`config.mk`:
```
export PLATFORM = sky130hd
export DESIGN_NAME = perf_monitor
export DESIGN_NICKNAME = d
export VERILOG_FILES = /design/src/rtl/perfmon_pkg.sv /design/src/rtl/pm_ctrl.sv /design/src/rtl/pm_evsel.sv /design/src/rtl/pm_counter.sv /design/src/rtl/perf_monitor.sv
export SDC_FILE = /design/constraint.sdc
export NUM_CORES = 1
export LEC_CHECK = 0
export ABC_CLOCK_PERIOD_IN_PS = 3300
export BUFFER_PORTS_ARGS = -buffer_cell sky130_fd_sc_hd__buf_4
export CELL_PAD_IN_SITES_DETAIL_PLACEMENT = 0
export CELL_PAD_IN_SITES_GLOBAL_PLACEMENT = 1
export CORE_ASPECT_RATIO = 1.4
export CORE_MARGIN = 4
export CORE_UTILIZATION = 39
export CTS_CLUSTER_DIAMETER = 80
export DETAILED_ROUTE_END_ITERATION = 16
export PLACE_DENSITY = 0.86
export SYNTH_ARGS = -nofsm -noshare
export SYNTH_HDL_FRONTEND = slang
export SYNTH_HIERARCHICAL = 1
export SYNTH_SLANG_ARGS = --single-unit
```
`constraint.sdc`:
```
create_clock -name clk -period 3.3 [get_ports clk]
set_clock_uncertainty 0.2 [all_clocks]
set_input_delay 0.495 -clock clk [delete_from_list [all_inputs] [get_ports clk]]
set_output_delay 0.495 -clock clk [all_outputs]
set_load 0.03 [all_outputs]
```
`src/rtl/perfmon_pkg.sv`:
```
package perfmon_pkg;

    localparam int ID_W   = 4;
    localparam int NUM_EV = 7;

    typedef enum logic [1:0] {
        OP_NONE  = 2'b00,
        OP_CLEAR = 2'b01,
        OP_START = 2'b10,
        OP_STOP  = 2'b11
    } pm_op_e;

    typedef struct packed {
        logic            run;
        logic [ID_W-1:0] sel;
    } pm_cfg_t;

    // Bit of the event vector used by each event identifier
    localparam int EVB_INSTR  = 0;
    localparam int EVB_LDSTL  = 1;
    localparam int EVB_LOAD   = 2;
    localparam int EVB_STORE  = 3;
    localparam int EVB_JUMP   = 4;
    localparam int EVB_BRANCH = 5;
    localparam int EVB_DNOP   = 6;

    function automatic logic id_known(input logic [ID_W-1:0] id);
        return (id <= 4'd2) || (id >= 4'd7 && id <= 4'd11);
    endfunction

    function automatic logic ev_hit(input logic [ID_W-1:0] id,
                                    input logic [NUM_EV-1:0] ev);
        logic h;
        case (id)
            4'd0:    h = 1'b1;
            4'd1:    h = ev[EVB_INSTR];
            4'd2:    h = ev[EVB_LDSTL];
            4'd7:    h = ev[EVB_LOAD];
            4'd8:    h = ev[EVB_STORE];
            4'd9:    h = ev[EVB_JUMP];
            4'd10:   h = ev[EVB_BRANCH];
            4'd11:   h = ev[EVB_DNOP];
            default: h = 1'b0;
        endcase
        return h;
    endfunction

endpackage

```
`src/rtl/pm_ctrl.sv`:
```
module pm_ctrl
    import perfmon_pkg::*;
(
    input  logic            clk,
    input  logic            rst,
    input  pm_op_e          op,
    input  logic [ID_W-1:0] sel_id,
    output pm_cfg_t         cfg
);

    always_ff @(posedge clk) begin
        if (rst) begin
            cfg <= '0;
        end else begin
            case (op)
                OP_START: begin
                    cfg.run <= 1'b1;
                    cfg.sel <= sel_id;
                end
                OP_STOP:  cfg.run <= 1'b0;
                default:  ;
            endcase
        end
    end

    p_start_latch_r2: assert property (@(posedge clk) disable iff (rst)
        (op == OP_START) |=> (cfg.run && cfg.sel == $past(sel_id)));

    p_stop_idle_r5: assert property (@(posedge clk) disable iff (rst)
        (op == OP_STOP) |=> !cfg.run);

    p_clear_keeps_cfg_r4: assert property (@(posedge clk) disable iff (rst)
        (op == OP_CLEAR) |=> $stable(cfg));

endmodule

```
`src/rtl/pm_evsel.sv`:
```
module pm_evsel
    import perfmon_pkg::*;
(
    input  pm_cfg_t           cfg,
    input  logic [NUM_EV-1:0] ev,
    output logic              inc
);

    logic hit;

    always_comb begin
        hit = ev_hit(cfg.sel, ev);
        inc = cfg.run & hit;
    end

    always_comb begin
        if (!id_known(cfg.sel)) begin
            a_reserved_quiet_r8: assert (!inc);
        end
    end

endmodule

```
`src/rtl/pm_counter.sv`:
```
module pm_counter #(
    parameter int CNT_W = 32
) (
    input  logic             clk,
    input  logic             rst,
    input  logic             clr,
    input  logic             inc,
    output logic [CNT_W-1:0] cnt
);

    localparam logic [CNT_W-1:0] STEP = CNT_W'(1);

    always_ff @(posedge clk) begin
        if (rst || clr)
            cnt <= '0;
        else if (inc)
            cnt <= cnt + STEP;
    end

    p_clear_wins_r4: assert property (@(posedge clk) disable iff (rst)
        clr |=> (cnt == '0));

    p_unit_step_r3: assert property (@(posedge clk) disable iff (rst)
        !clr |=> (cnt == $past(cnt) || cnt == $past(cnt) + STEP));

    p_hold_idle_r5: assert property (@(posedge clk) disable iff (rst)
        (!clr && !inc) |=> $stable(cnt));

endmodule

```
`src/rtl/perf_monitor.sv`:
```
module perf_monitor
    import perfmon_pkg::*;
#(
    parameter int CNT_W = 32
) (
    input  logic             clk,
    input  logic             rst,
    input  logic [1:0]       op_i,
    input  logic [3:0]       sel_id_i,
    input  logic [6:0]       ev_i,
    output logic [CNT_W-1:0] count_o
);

    pm_op_e  op;
    pm_cfg_t cfg;
    logic    inc;
    logic    clr;

    assign op  = pm_op_e'(op_i);
    assign clr = (op == OP_CLEAR);

    pm_ctrl u_ctrl (
        .clk    (clk),
        .rst    (rst),
        .op     (op),
        .sel_id (sel_id_i),
        .cfg    (cfg)
    );

    pm_evsel u_evsel (
        .cfg (cfg),
        .ev  (ev_i),
        .inc (inc)
    );

    pm_counter #(.CNT_W(CNT_W)) u_cnt (
        .clk (clk),
        .rst (rst),
        .clr (clr),
        .inc (inc),
        .cnt (count_o)
    );

    p_cycle_count_r6: assert property (@(posedge clk) disable iff (rst)
        (cfg.run && cfg.sel == 4'd0 && !clr) |=> (count_o == $past(count_o) + CNT_W'(1)));

    p_reserved_hold_r8: assert property (@(posedge clk) disable iff (rst)
        (!id_known(cfg.sel) && !clr) |=> $stable(count_o));

endmodule

```
# After elaboration in Yosys (flattened, before gate mapping)
# Index checks and enable logic that the tools add are counted.
[totals]
regBits = 37
inputBits = 15
out_inout_bits = 32
word_cells = 20
[classes]
addsub = 1
n_eq_ne = 10
n_mux = 2
bitwise_logic = 1
n_reduce_logical = 3
[op_table]
columns = ["cell", "count"]
rows = [
  ["32-bit by 1-bit adder with 32-bit output (second input constant)", 1],
  ["4-bit == test (second input constant)", 4],
  ["1-bit case mux with 8 select lines", 1],
  ["2-bit == test (second input constant)", 2],
  ["4-bit by 1-bit == test with 1-bit output (second input constant)", 1],
  ["4-bit by 2-bit == test with 1-bit output (second input constant)", 1],
  ["4-bit by 3-bit == test with 1-bit output (second input constant)", 1],
  ["4-bit logical NOT", 1],
  ["2-bit by 1-bit == test with 1-bit output (second input constant)", 1],
  ["1-bit case mux with 2 select lines", 1],
  ["2-bit nonzero test", 1],
  ["1-bit AND", 1],
  ["1-bit logical OR", 1],
]

# Logic depth before layout (Yosys ltp)
[logic_depth]
word_depth = 3
depth_mapped = 9
ltp_nobuf = 7

# Modules after synthesis
# The synthesis kept the hierarchy.
[modules_own_cells]
columns = ["mod", "n_inst", "cells_per_inst", "area_each_um2", "seq_area_each_um2"]
rows = [
  ["pm_counter", 1, 178, 1566.5, 640.6],
  ["pm_ctrl", 1, 20, 215.2, 100.1],
  ["pm_evsel", 1, 11, 82.6, 0.0],
  ["perf_monitor", 1, 1, 13.8, 0.0],
]

# Worst setup path after synthesis
# Ideal clock, no wire load.
[synth_path]
path_type = "input-to-reg"
startpoint = "in ev_i[3]"
endpoint = "reg u_cnt.cnt[28]"
setup_ns = 0.070
arrival_ns = 2.280
required_ns = 3.030
setup_slack_ns = 0.749
cell_stages = 8
path_buffers = 1
path_cell_list = "nor2_1 > a2111oi_1 > a32o_1 > buf_4 > nand3_2 > or3_1 > or4_1 > a21oi_1"
[synth_between]
elab_chain_cells = 2
[synth_lines]
columns = ["element", "line_no", "rtl"]
rows = [
  ["from (decl)", "perf_monitor.sv:10", "input logic [6:0] ev_i,"],
  ["1-bit case mux with 8 select lines", "perfmon_pkg.sv:34", "case (id)"],
  ["1-bit AND", "pm_evsel.sv:13", "inc = cfg.run & hit;"],
  ["via inc", "perf_monitor.sv:16", "logic inc;"],
  ["to (signal assigned)", "pm_counter.sv:17", "cnt <= cnt + STEP;"],
  ["to (decl)", "pm_counter.sv:8", "output logic [CNT_W-1:0] cnt"],
]
# The timed path passes the listed nets, and every way through them passes these cells.
# A chain may end at the register's enable or synchronous reset.

# Worst setup path in the final report
[layout_path]
startpoint = "reg u_ctrl/cfg[0] (netlist name)"
endpoint = "reg u_cnt.cnt[28]"
[layout_between]
elab_chain_cells = 3
word_cells_on_any_way = 10
cone_classes = "eq/ne (7); mux (1); bitwise (1); reduce/logical (1)"
[layout_lines]
columns = ["element", "line_no"]
rows = [
  ["4-bit == test (tied with other cells)", "perfmon_pkg.sv:34"],
  ["1-bit case mux with 8 select lines *", "perfmon_pkg.sv:34"],
  ["1-bit AND *", "pm_evsel.sv:13"],
  ["via inc", "perf_monitor.sv:16"],
]
# Mark *: on every way through the listed nets, which the timed path passes. The rest lies on a longest branch.

==> reports/qor.yml <==
status:
  outcome: "finished clean"
finish:
  drive_gt1_share_pct: 25.7
  insertedDiodeCount: 0
  final_core_util_pct: 50.7
  synthToLayoutAreaGrowth_pct: 24.3
  nNetsFinal: 269
  nFillCells: 464
synthesis:
  synth-edff-count: 0
  synthAdderAreaFrac_pct: 0.666
  synth.avg_cell_area_sq_um: 8.94
  seq_area_frac_synth_pct: 39.4
  synthXorXnorAreaFrac_pct: 5.60
  synth_top_family_by_area: "simple AND/OR/NAND/NOR gates"
  yosysWarnings: 6
  synth_cells: 210
  synthArstFlopShare_pct: 0
  yosys_most_used_dff: "dfxtp_1"
  synth.area.mux_share_pct: 3.20
  syn_area_sq_um: 1880
  ys_types: 42
  yosys.area_share.simple_pct: 35.2
  synth_compound_area_share_pct: 12.9
  syn_nets: 226
  ys_ff_latch: 37
sta:
  setup_viol: 0
  fin_crit_ns: 2.75
  hold_slack_ns: 0.254
  rsz0062_at_grt: "false"
  setup_tns_ns: 0
  hold_violations: 0
  finalCritPeriodShare_pct: 83.4
  slew_headroom_pct: 64.5
  slew_viol_final: 0
  worstMarginPinSlew_ns: 0.533
  fmax_mhz: 364
floorplan:
  start_util_pct: 40.8
  dieArea_sq_um: 6010
  die_w_um: 66.7
  ios: 47
  num_rows: 29
  core_sq_um: 4610
  fp.dieH_um: 90.1
clock_network:
  cts.sinks: 37
  cts_root_buffer: "clkbuf_8"
  post_cts_resized: 0
  cts_tree: "yes"
  htree_levels: 2
  clk_latency_ns: 0.29
  clockBufferDepth: 2
  hold_buffers: 0
  cts_setup_buffers: 0
  clk_pin_slew_ns: 0.07
  cts_buffers: 5
worst_hold_path:
  worstHoldPathType: "input port to flop"
  hold_path_depth: 2
critical_path:
  r2r-end: "u_cnt/cnt[28]"
  cp_max_fo: 8
  rrSetupSlack_ns: 0.55
  path_class: "flop to flop"
  critPathRequiredTime_ns: 3.32
  arrival_ns: 2.77
  end_kind: "flop"
  startpoint_type: "flop"
  crit_end: "u_cnt/cnt[28]"
  startpoint: "u_ctrl/cfg[0]"
  reg2reg_depth: 7
  rr_startpoint: "u_ctrl/cfg[0]"
pwr:
  power_frac_seq_pct: 55.2
  sw_frac_of_total_pct: 22.1
  power_density_nw_per_um2: 354
  leakagePower_nw: 0.870
  cell_internal_pwr_mw: 0.643
  power_frac_clock_pct: 38.5
  netSwitchingPower_mw: 0.183
  power_mw: 0.826
  ir_worst_vdd_mv: 0.219
  pwr-share-comb_pct: 6.3
routing:
  wirelength_um: 4200
  via_per_inst: 5.43
  drt-initial-drc-count: 63
  antenna_left: 0
  wl_per_cell_um: 13.3
  route.detailed.drc: 0
  vias: 1712
  first_pass_iters: 4
run:
  maxCapViolations: 0
global_routing:
  grt_pass1_wl_um: 7180
  grt_pass1_vias: 1543
  grt-ovfl-total: 0
  gr-usage-all-layers_pct: 14.9
  grt_start_max_net_pins: 29
  antenna_found_initial: 0
placed_design:
  io_buffers: 46
  dp.final_hpwl_um: 3090
  gp_congestion: 0.725
[worst max-delay path, cell delays in order, from the launching register on]
cell and delay [ns]:
dfxtp_1 0.40, nor2_1 0.07, a2111oi_1 0.41, a32o_1 0.35, nand3_2 0.19, or3_1 0.43, or4_1 0.48, a21oi_1 0.15
[through the flow]
stage | area [sq um] | setup WS [ns] | cells
after floorplan | 1880 | 0.749 | 210
after global placement | 2250 | 0.493 | 308
after detailed placement | 2250 | 0.439 | 308
after CTS | 2330 | 0.543 | 315
after global routing | 2330 | 0.302 | 315
final | 2330 | 0.549 | 315
[cells by family (layout without fill, tap and decap cells)]
| logic type | Yosys count | in the layout |
|---|---|---|
| compound gates | 40 | 40 |
| xor+xnor | 12 | 12 |
| fa+ha+maj | 1 | 1 |
| buf+inv | 11 | 54 |
| flops | 37 | 37 |
| mux | 6 | 6 |
| simple gates | 103 | 103 |
[Yosys cell counts, drive strengths merged, types with 3 or more instances]
cell type | instances | area share (%)
nand2 | 14 | 2.8
nand3 | 13 | 4.8
and4 | 6 | 2.9
or3 | 12 | 4.0
dfxtp | 37 | 39
xor2 | 9 | 4.2
or4 | 8 | 3.2
mux2i | 6 | 3.2
nand4bb | 4 | 2.4
o21ai | 11 | 2.9
buf | 8 | 2.3
nand2b | 4 | 1.3
and3 | 3 | 1.1
a21oi | 15 | 4.0
nor2 | 17 | 3.4
nand4 | 11 | 4.8
xnor2 | 3 | 1.4
o31ai | 8 | 3.2
[per-layer routing]
| metal | up-vias | wire [um] | global-route usage, % | part of all wire (%) |
|---|---|---|---|---|
| li1 | 874 | - | - | - |
| met2 | 38 | 2160 | 23.7 | 51 |
| met3 | 5 | 195 | 4.11 | 4.6 |
| met4 | 0 | 63 | 5.59 | 1.5 |
| met5 | - | 0 | 0 | 0 |
| met1 | 795 | 1780 | 18.9 | 42 |
[registers in the layout (all words and copies together), names as in the netlist]
signal / cells
u_ctrl/cfg: 5
u_cnt/cnt: 32
[worst min path at each step]
stage | slack, ns | startpoint | to
floorplan | 0.26 | u_ctrl/cfg[1] | u_ctrl/cfg[1]
global placement | 0.26 | u_cnt/cnt[31] | u_cnt/cnt[31]
detailed placement | 0.27 | u_cnt/cnt[31] | u_cnt/cnt[31]
CTS | 0.25 | op_i[0] | u_ctrl/cfg[4]
global route | 0.27 | op_i[0] | u_ctrl/cfg[4]
finish | 0.25 | op_i[0] | u_ctrl/cfg[4]
[cells in the final DEF (no fill, tap or decap), types with 3 or more instances in the layout]
master,count
a21oi_1,15
and4_1,5
buf_4,46
clkbuf_8,6
dfxtp_1,37
mux2i_1,6
nand2_1,14
nand2b_1,4
nand3_1,8
nand3_2,5
nand4_1,9
nand4bb_1,4
nor2_1,17
o21ai_0,7
o21ai_1,4
o31ai_1,8
or3_1,12
or4_1,8
xnor2_1,3
xor2_1,9
[cell type report]
type                    count  area (sq um)  area share (%)
well taps                  62          77.6            3.32
multi-input cells         162          1080            46.3
repair buffers             46           345            14.8
clock buffers               7          86.3            3.70
inverters                   1          3.75           0.161
flip-flops and latches     37           741            31.7
[power by group through the flow]
| stage | logic, mW | clock network [mW] | registers (mW) |
|---|---|---|---|
| final | 0.0520 | 0.318 | 0.456 |
| after global routing | 0.0584 | 0.349 | 0.457 |
| after detailed placement | 0.0529 | 0 | 0.466 |
| after floorplan | 0.0290 | 0 | 0.467 |
| after global placement | 0.0528 | 0 | 0.466 |
| after CTS | 0.0531 | 0.328 | 0.456 |
(Power assumes the default switching activity.)
